==> config.mk <==
export PLATFORM = sky130hd
export DESIGN_NAME = event_string_parser
export DESIGN_NICKNAME = d
export VERILOG_FILES = /design/src/rtl/evp_pkg.sv /design/src/rtl/evp_strobe_edge.sv /design/src/rtl/evp_digit_acc.sv /design/src/rtl/evp_field_stage.sv /design/src/rtl/event_string_parser.sv
export SDC_FILE = /design/constraint.sdc
export NUM_CORES = 1
export LEC_CHECK = 0
export BUFFER_PORTS_ARGS = -buffer_cell sky130_fd_sc_hd__clkbuf_2
export CORE_ASPECT_RATIO = 1.1
export CORE_MARGIN = 2
export CORE_UTILIZATION = 35
export DETAILED_ROUTE_END_ITERATION = 16
export SYNTH_ARGS = -nofsm -noshare
export SYNTH_HDL_FRONTEND = slang
export SYNTH_SLANG_ARGS = --single-unit
==> constraint.sdc <==
create_clock -name clk -period 10 [get_ports clk]
set_clock_uncertainty 0.2 [all_clocks]
set_input_delay 1 -clock clk [delete_from_list [all_inputs] [get_ports clk]]
set_output_delay 1 -clock clk [all_outputs]
set_load 0.01 [all_outputs]
==> src/rtl/evp_pkg.sv <==
package evp_pkg;

    localparam int EVP_ACC_W   = 64;
    localparam int EVP_COORD_W = 16;

    typedef enum logic [2:0] {
        CK_DIGIT,
        CK_TS,
        CK_XF,
        CK_YF,
        CK_END,
        CK_OTHER
    } char_kind_e;

    typedef struct packed {
        char_kind_e  kind;
        logic [3:0]  digit;
    } char_info_t;

    function automatic char_info_t classify(input logic [7:0] b);
        char_info_t r;
        r.digit = 4'd0;
        if (b >= 8'h30 && b <= 8'h39) begin
            r.kind  = CK_DIGIT;
            r.digit = 4'(b - 8'h30);
        end else begin
            case (b)
                8'h74:   r.kind = CK_TS;
                8'h78:   r.kind = CK_XF;
                8'h79:   r.kind = CK_YF;
                8'h65:   r.kind = CK_END;
                default: r.kind = CK_OTHER;
            endcase
        end
        return r;
    endfunction

endpackage

==> src/rtl/evp_strobe_edge.sv <==
module evp_strobe_edge (
    input  logic clk,
    input  logic rst,
    input  logic strobe,
    output logic fresh
);
    logic strobe_q;

    always_ff @(posedge clk) begin
        if (rst) strobe_q <= 1'b0;
        else     strobe_q <= strobe;
    end

    assign fresh = strobe & ~strobe_q;
endmodule

==> src/rtl/evp_digit_acc.sv <==
module evp_digit_acc
    import evp_pkg::*;
#(
    parameter int ACC_W = EVP_ACC_W
) (
    input  logic             clk,
    input  logic             rst,
    input  logic             take,
    input  char_info_t       info,
    output logic [ACC_W-1:0] acc
);
    logic [ACC_W-1:0] acc_next;

    always_comb begin
        acc_next = acc;
        if (take) begin
            if (info.kind == CK_DIGIT)
                acc_next = acc * ACC_W'(10) + ACC_W'(info.digit);
            else
                acc_next = '0;
        end
    end

    always_ff @(posedge clk) begin
        if (rst) acc <= '0;
        else     acc <= acc_next;
    end
endmodule

==> src/rtl/evp_field_stage.sv <==
module evp_field_stage
    import evp_pkg::*;
#(
    parameter int ACC_W   = EVP_ACC_W,
    parameter int COORD_W = EVP_COORD_W
) (
    input  logic               clk,
    input  logic               rst,
    input  logic               take,
    input  char_kind_e         kind,
    input  logic [ACC_W-1:0]   acc,
    output logic [ACC_W-1:0]   ts_q,
    output logic [COORD_W-1:0] x_q,
    output logic [COORD_W-1:0] y_q,
    output logic               commit_q,
    output logic [ACC_W-1:0]   prev_q
);
    logic [ACC_W-1:0]   ts_stg;
    logic [COORD_W-1:0] x_stg;
    logic [COORD_W-1:0] y_stg;
    logic [COORD_W-1:0] acc_lo;

    assign acc_lo = acc[COORD_W-1:0];

    always_ff @(posedge clk) begin
        if (rst) begin
            ts_stg   <= '0;
            x_stg    <= '0;
            y_stg    <= '0;
            ts_q     <= '0;
            x_q      <= '0;
            y_q      <= '0;
            prev_q   <= '0;
            commit_q <= 1'b0;
        end else begin
            commit_q <= 1'b0;
            if (take) begin
                case (kind)
                    CK_TS: ts_stg <= acc;
                    CK_XF: x_stg  <= acc_lo;
                    CK_YF: y_stg  <= acc_lo;
                    CK_END: begin
                        prev_q   <= ts_q;
                        ts_q     <= ts_stg;
                        x_q      <= x_stg;
                        y_q      <= y_stg;
                        commit_q <= 1'b1;
                        ts_stg   <= '0;
                        x_stg    <= '0;
                        y_stg    <= '0;
                    end
                    default: ;
                endcase
            end
        end
    end
endmodule

==> src/rtl/event_string_parser.sv <==
module event_string_parser
    import evp_pkg::*;
#(
    parameter int ACC_W   = EVP_ACC_W,
    parameter int COORD_W = EVP_COORD_W
) (
    input  logic               clk,
    input  logic               rst,
    input  logic [7:0]         rx_byte,
    input  logic               rx_strobe,
    output logic [ACC_W-1:0]   ts_out,
    output logic [COORD_W-1:0] x_out,
    output logic [COORD_W-1:0] y_out,
    output logic               event_valid,
    output logic [ACC_W-1:0]   prev_ts
);
    logic             take;
    char_info_t       info;
    logic [ACC_W-1:0] acc;

    assign info = classify(rx_byte);

    evp_strobe_edge u_edge (
        .clk    (clk),
        .rst    (rst),
        .strobe (rx_strobe),
        .fresh  (take)
    );

    evp_digit_acc #(.ACC_W(ACC_W)) u_acc (
        .clk  (clk),
        .rst  (rst),
        .take (take),
        .info (info),
        .acc  (acc)
    );

    evp_field_stage #(.ACC_W(ACC_W), .COORD_W(COORD_W)) u_stage (
        .clk      (clk),
        .rst      (rst),
        .take     (take),
        .kind     (info.kind),
        .acc      (acc),
        .ts_q     (ts_out),
        .x_q      (x_out),
        .y_q      (y_out),
        .commit_q (event_valid),
        .prev_q   (prev_ts)
    );
endmodule

==> run summary <==
The flow ran to the end, and the final reports show no timing, DRC or antenna violations. For this run, the leading register cell type out of synthesis is sky130_fd_sc_hd__dfxtp_1. The clock period minus worst slack came out at 6.10 ns. The buffer cell driving the clock tree root is sky130_fd_sc_hd__clkbuf_16.

Traced cell by cell, the critical path runs through ha_1 -> ha_1 -> fa_1 -> a21o_1 -> a221o_2 -> o31ai_2 -> nor2_1 -> xnor2_1 -> or4b_1 -> nor4_1 -> nand4_1 -> nor3_1 -> a21oi_1 -> or3_1. The number of gates resized after CTS was 0. The routed wire length per instance came out at 16.9 um. Counting instances in the post-synthesis netlist gives the leading cell types as 531 x sky130_fd_sc_hd__nand2_1, 328 x sky130_fd_sc_hd__a21oi_1, 322 x sky130_fd_sc_hd__dfxtp_1, 129 x sky130_fd_sc_hd__nand3_1, 122 x sky130_fd_sc_hd__ha_1. Synthesis handed over a netlist of 2,284 instances. Post-CTS timing repair inserted 0 buffers for setup.

The share of total power in sequential cells came out at 0.521. For the number of global-route vias before repair, the log shows 14,800. The worst setup path is launched from a flop. The internal portion of the total power is 0.00194 W. Yosys attributes the largest share of cell area to sky130_fd_sc_hd__dfxtp_1 36%, sky130_fd_sc_hd__nand2_1 11%, sky130_fd_sc_hd__a21oi_1 9.3%. sky130_fd_sc_hd__nand2_1 is the most common cell in the netlist. For this design the static power due to leakage is 7.66 nW. The sum of negative setup slack was 0 ns; the area added between synthesis and finish was 12.2%. After clock tree synthesis, the clock-pin slew on the worst setup and hold paths is 0.07 ns.

For this run the aggregate overflow at the end of global routing stands at 0. Number of distinct library cells after synthesis: 98. The portion of the post-synthesis area used by sequential elements is 0.364, and the area share of the leading cell type in the synthesized netlist is 0.364. For the total routing resource utilization after global routing, the log shows 0.187. The setup path with the least slack is of type flop to flop.

The number of antenna violations at the first check in global routing was 0. In this design, the stage delay of the slowest critical-path cell is 0.98 ns. The clock insertion delay at the later pin of the skew report came out at 0.56 ns. The net switching component of the power was 0.000517 W. The worst-case IR drop observed on VDD is 0.126 mV. For the half-perimeter wire length of the detailed placement result, the log shows 37,900 um. The tool flagged a number of max-cap violations equal to 0.

The number of H-tree branching levels is 1. In the routed design, unresolved DRC markers number 0. The run gives 0.354 as the initial core utilization. The ratio of final minimum period to clock period is 0.610. The number of inserted diodes was 0; the die width was 219 um. The logs give 0.014 for the combinational share of power and 128 for the pin count of the biggest net entering global routing. Counting instances, the worst hold path has a depth of 2.

The cell area that synthesis handed to floorplanning was 0.0177 mm2. The run gives 0 as the hold violation total from the final report. Setup violations remaining at the end of the flow were counted as 0. Setup repair after global routing left no endpoint under its margin. Summed over all instances, the cell type with the most area after synthesis is sky130_fd_sc_hd__dfxtp_1. Async set-or-reset flop fraction in the synthesized netlist: 0. The clock passes through at most 3 buffers. The final number of max-transition violations was 0; the placement row count was 86.

The detailed-route vias per instance came out at 5.47. The fraction of power consumed by the clock network was 0.465. In this run, the number of DRC markers left after iteration 0 of detailed routing was 1,240. The cell total after placement came out at 2,974.

The boundary pin count was 172; the number of buffers inserted by hold repair at cts was 0. The power per standard cell area is 124 mW/mm2. The run gives 3,025 as the number of standard cells in the layout, taps in and fillers out. During synthesis, Yosys emitted a total of 0 warnings. The average instance in the mapped netlist occupies 7.76 um2.

The tools report the clock net sink count as 322. The critical path runs through a total of 14 cells. For the remaining antenna violation count after routing, the log shows 0. Counting cells, the worst reg-to-reg path comes to 14. Buffers placed on the I/O ports in this run total 171.

Static timing analysis puts the maximum clock frequency at 0.164 GHz. The number of enable flip-flop cells after synthesis came out at 0. The first TritonRoute pass finished after 5 iterations.

STA classifies the critical path endpoint as a flop. The number of buffers and inverters on the critical path is 0. The cell repeated most along the worst path is sky130_fd_sc_hd__ha_1. The total core area is 0.0500 mm2. The net count of the mapped netlist is 2,419, and the final RePlAce weighted congestion is 0.880.

After synthesis the netlist holds a flip-flop and latch count of 322. Kind of path behind the tightest hold check: flop to flop. The tools report the critical path arrival as 6.34 ns. For the number of fillers in the final layout, the log shows 5,143. The first global-routing pass estimated 81,300 um of wire. The run gives 29 as the total clock buffers created by CTS.

The net count of the finished layout is 2,480. In this run the worst path has a maximum fanout of 11. Family with the most delay on the worst path: simple AND/OR/NAND/NOR gates. The required time reported for the critical path endpoint is 10.23 ns. The post-detailed-routing wire length was 51,100 um; the net switching share of the total power was 0.210. The share of post-route cells with drive strength above 1 is 0.115, and the headroom to the max-slew limit is 0.192. TritonCTS built the clock tree.

The die covers 0.0525 mm2. The largest individual stage delay along the critical path comes from the cell sky130_fd_sc_hd__nor3_1. Summing over every cut layer, the via total after detailed routing is 16,500. From bottom edge to top edge, the die measures 240 um. At the pin with the least slew margin, the transition time is 1.21 ns.
==> kinds of logic after synthesis <==
kind of cell,synth area share
AND/OR/NAND/NOR,0.252
flip-flops,0.364
buffers and inverters,0.0366
AO/OA/AOI/OAI,0.210
multiplexers,0.00409
adder cells (fa/ha/maj),0.0884
XOR/XNOR,0.0450
==> per-stage QoR <==
step	util	power [W]	setup WS (ns)	hold slack, ns	cell area, um2
floorplan	-	0.00134	5.17	0.232	17700
global placement	0.378	0.00135	4.11	0.236	18900
detailed placement	0.378	0.00135	3.94	0.242	18900
CTS	0.397	0.00249	3.91	0.250	19900
global route	0.397	0.00254	3.52	0.264	19900
finish	0.397	0.00246	3.90	0.250	19900
==> routing by layer <==
layer / GRT usage / wire, um / up-vias
met5: 0 / 0 / -
met4: 0.0470 / 998 / 0
met1: 0.290 / 26100 / 7802
met2: 0.274 / 21400 / 450
li1: - / - / 8233
met3: 0.0159 / 2540 / 59
==> registers in the layout, indices dropped and copies added (netlist names) <==
register	cells
u_acc.acc	64
u_stage.prev_q	64
u_stage.ts_q	64
u_stage.ts_stg	64
u_stage.x_q	16
u_stage.x_stg	16
u_stage.y_q	16
u_stage.y_stg	16
u_edge.strobe_q	1
u_stage.commit_q	1
==> worst register-to-register path, cell delays in order (launching register included) <==
cell                      delay (ns)
sky130_fd_sc_hd__dfxtp_1        0.49
sky130_fd_sc_hd__ha_1           0.29
sky130_fd_sc_hd__ha_1           0.24
sky130_fd_sc_hd__fa_1           0.40
sky130_fd_sc_hd__a21o_1         0.22
sky130_fd_sc_hd__a221o_2        0.42
sky130_fd_sc_hd__o31ai_2        0.37
sky130_fd_sc_hd__nor2_1         0.16
sky130_fd_sc_hd__xnor2_1        0.18
sky130_fd_sc_hd__or4b_1         0.68
sky130_fd_sc_hd__nor4_1         0.47
sky130_fd_sc_hd__nand4_1        0.35
sky130_fd_sc_hd__nor3_1         0.98
sky130_fd_sc_hd__a21oi_1        0.15
sky130_fd_sc_hd__or3_1          0.36
==> path summary, 6_finish.rpt <==
check | start | end | slack (ns)
worst max register to register | u_acc.acc[1] | u_acc.acc[62] | 3.90
worst min register to register | u_stage.ts_stg[21] | u_stage.ts_q[21] | 0.25
worst max-delay path | u_acc.acc[1] | u_acc.acc[62] | 3.90
worst min-delay path | u_stage.ts_stg[21] | u_stage.ts_q[21] | 0.25
==> layout make-up <==
| cell class | count | area (um2) | area share |
|---|---|---|---|
| Multi-Input combinational cell | 1801 | 10700 | 0.536 |
| Sequential cell | 322 | 6450 | 0.324 |
| Timing Repair Buffer | 181 | 940 | 0.0473 |
| Clock buffer | 43 | 878 | 0.0442 |
| Tap cell | 660 | 826 | 0.0415 |
| Clock inverter | 8 | 103 | 0.00516 |
| Inverter | 10 | 37.5 | 0.00189 |
==> power groups by stage <==
stage                     Combinational, W  Sequential [W]  Clock [W]
after floorplan                  0.0000248         0.00131          0
after global placement           0.0000349         0.00131          0
after detailed placement         0.0000354         0.00131          0
after CTS                        0.0000355         0.00128    0.00117
after global routing             0.0000388         0.00128    0.00122
final                            0.0000356         0.00128    0.00114
==> layout by cell type (no fill, tap or decap), types with 29 or more instances in the layout <==
cell type | netlist | routed
sky130_fd_sc_hd__nor3_1 | 38 | 37
sky130_fd_sc_hd__clkbuf_2 | 0 | 170
sky130_fd_sc_hd__a21oi_1 | 328 | 328
sky130_fd_sc_hd__nor2_1 | 119 | 117
sky130_fd_sc_hd__dfxtp_1 | 322 | 322
sky130_fd_sc_hd__xnor2_1 | 53 | 53
sky130_fd_sc_hd__a21o_1 | 29 | 29
sky130_fd_sc_hd__o21ai_0 | 65 | 65
sky130_fd_sc_hd__a22oi_1 | 34 | 34
sky130_fd_sc_hd__clkbuf_16 | 0 | 29
sky130_fd_sc_hd__xor2_1 | 33 | 33
sky130_fd_sc_hd__nand2_1 | 531 | 529
sky130_fd_sc_hd__nand3_1 | 129 | 129
sky130_fd_sc_hd__ha_1 | 122 | 122
sky130_fd_sc_hd__nand4_1 | 33 | 33
Power figures use the tool's default switching activity.
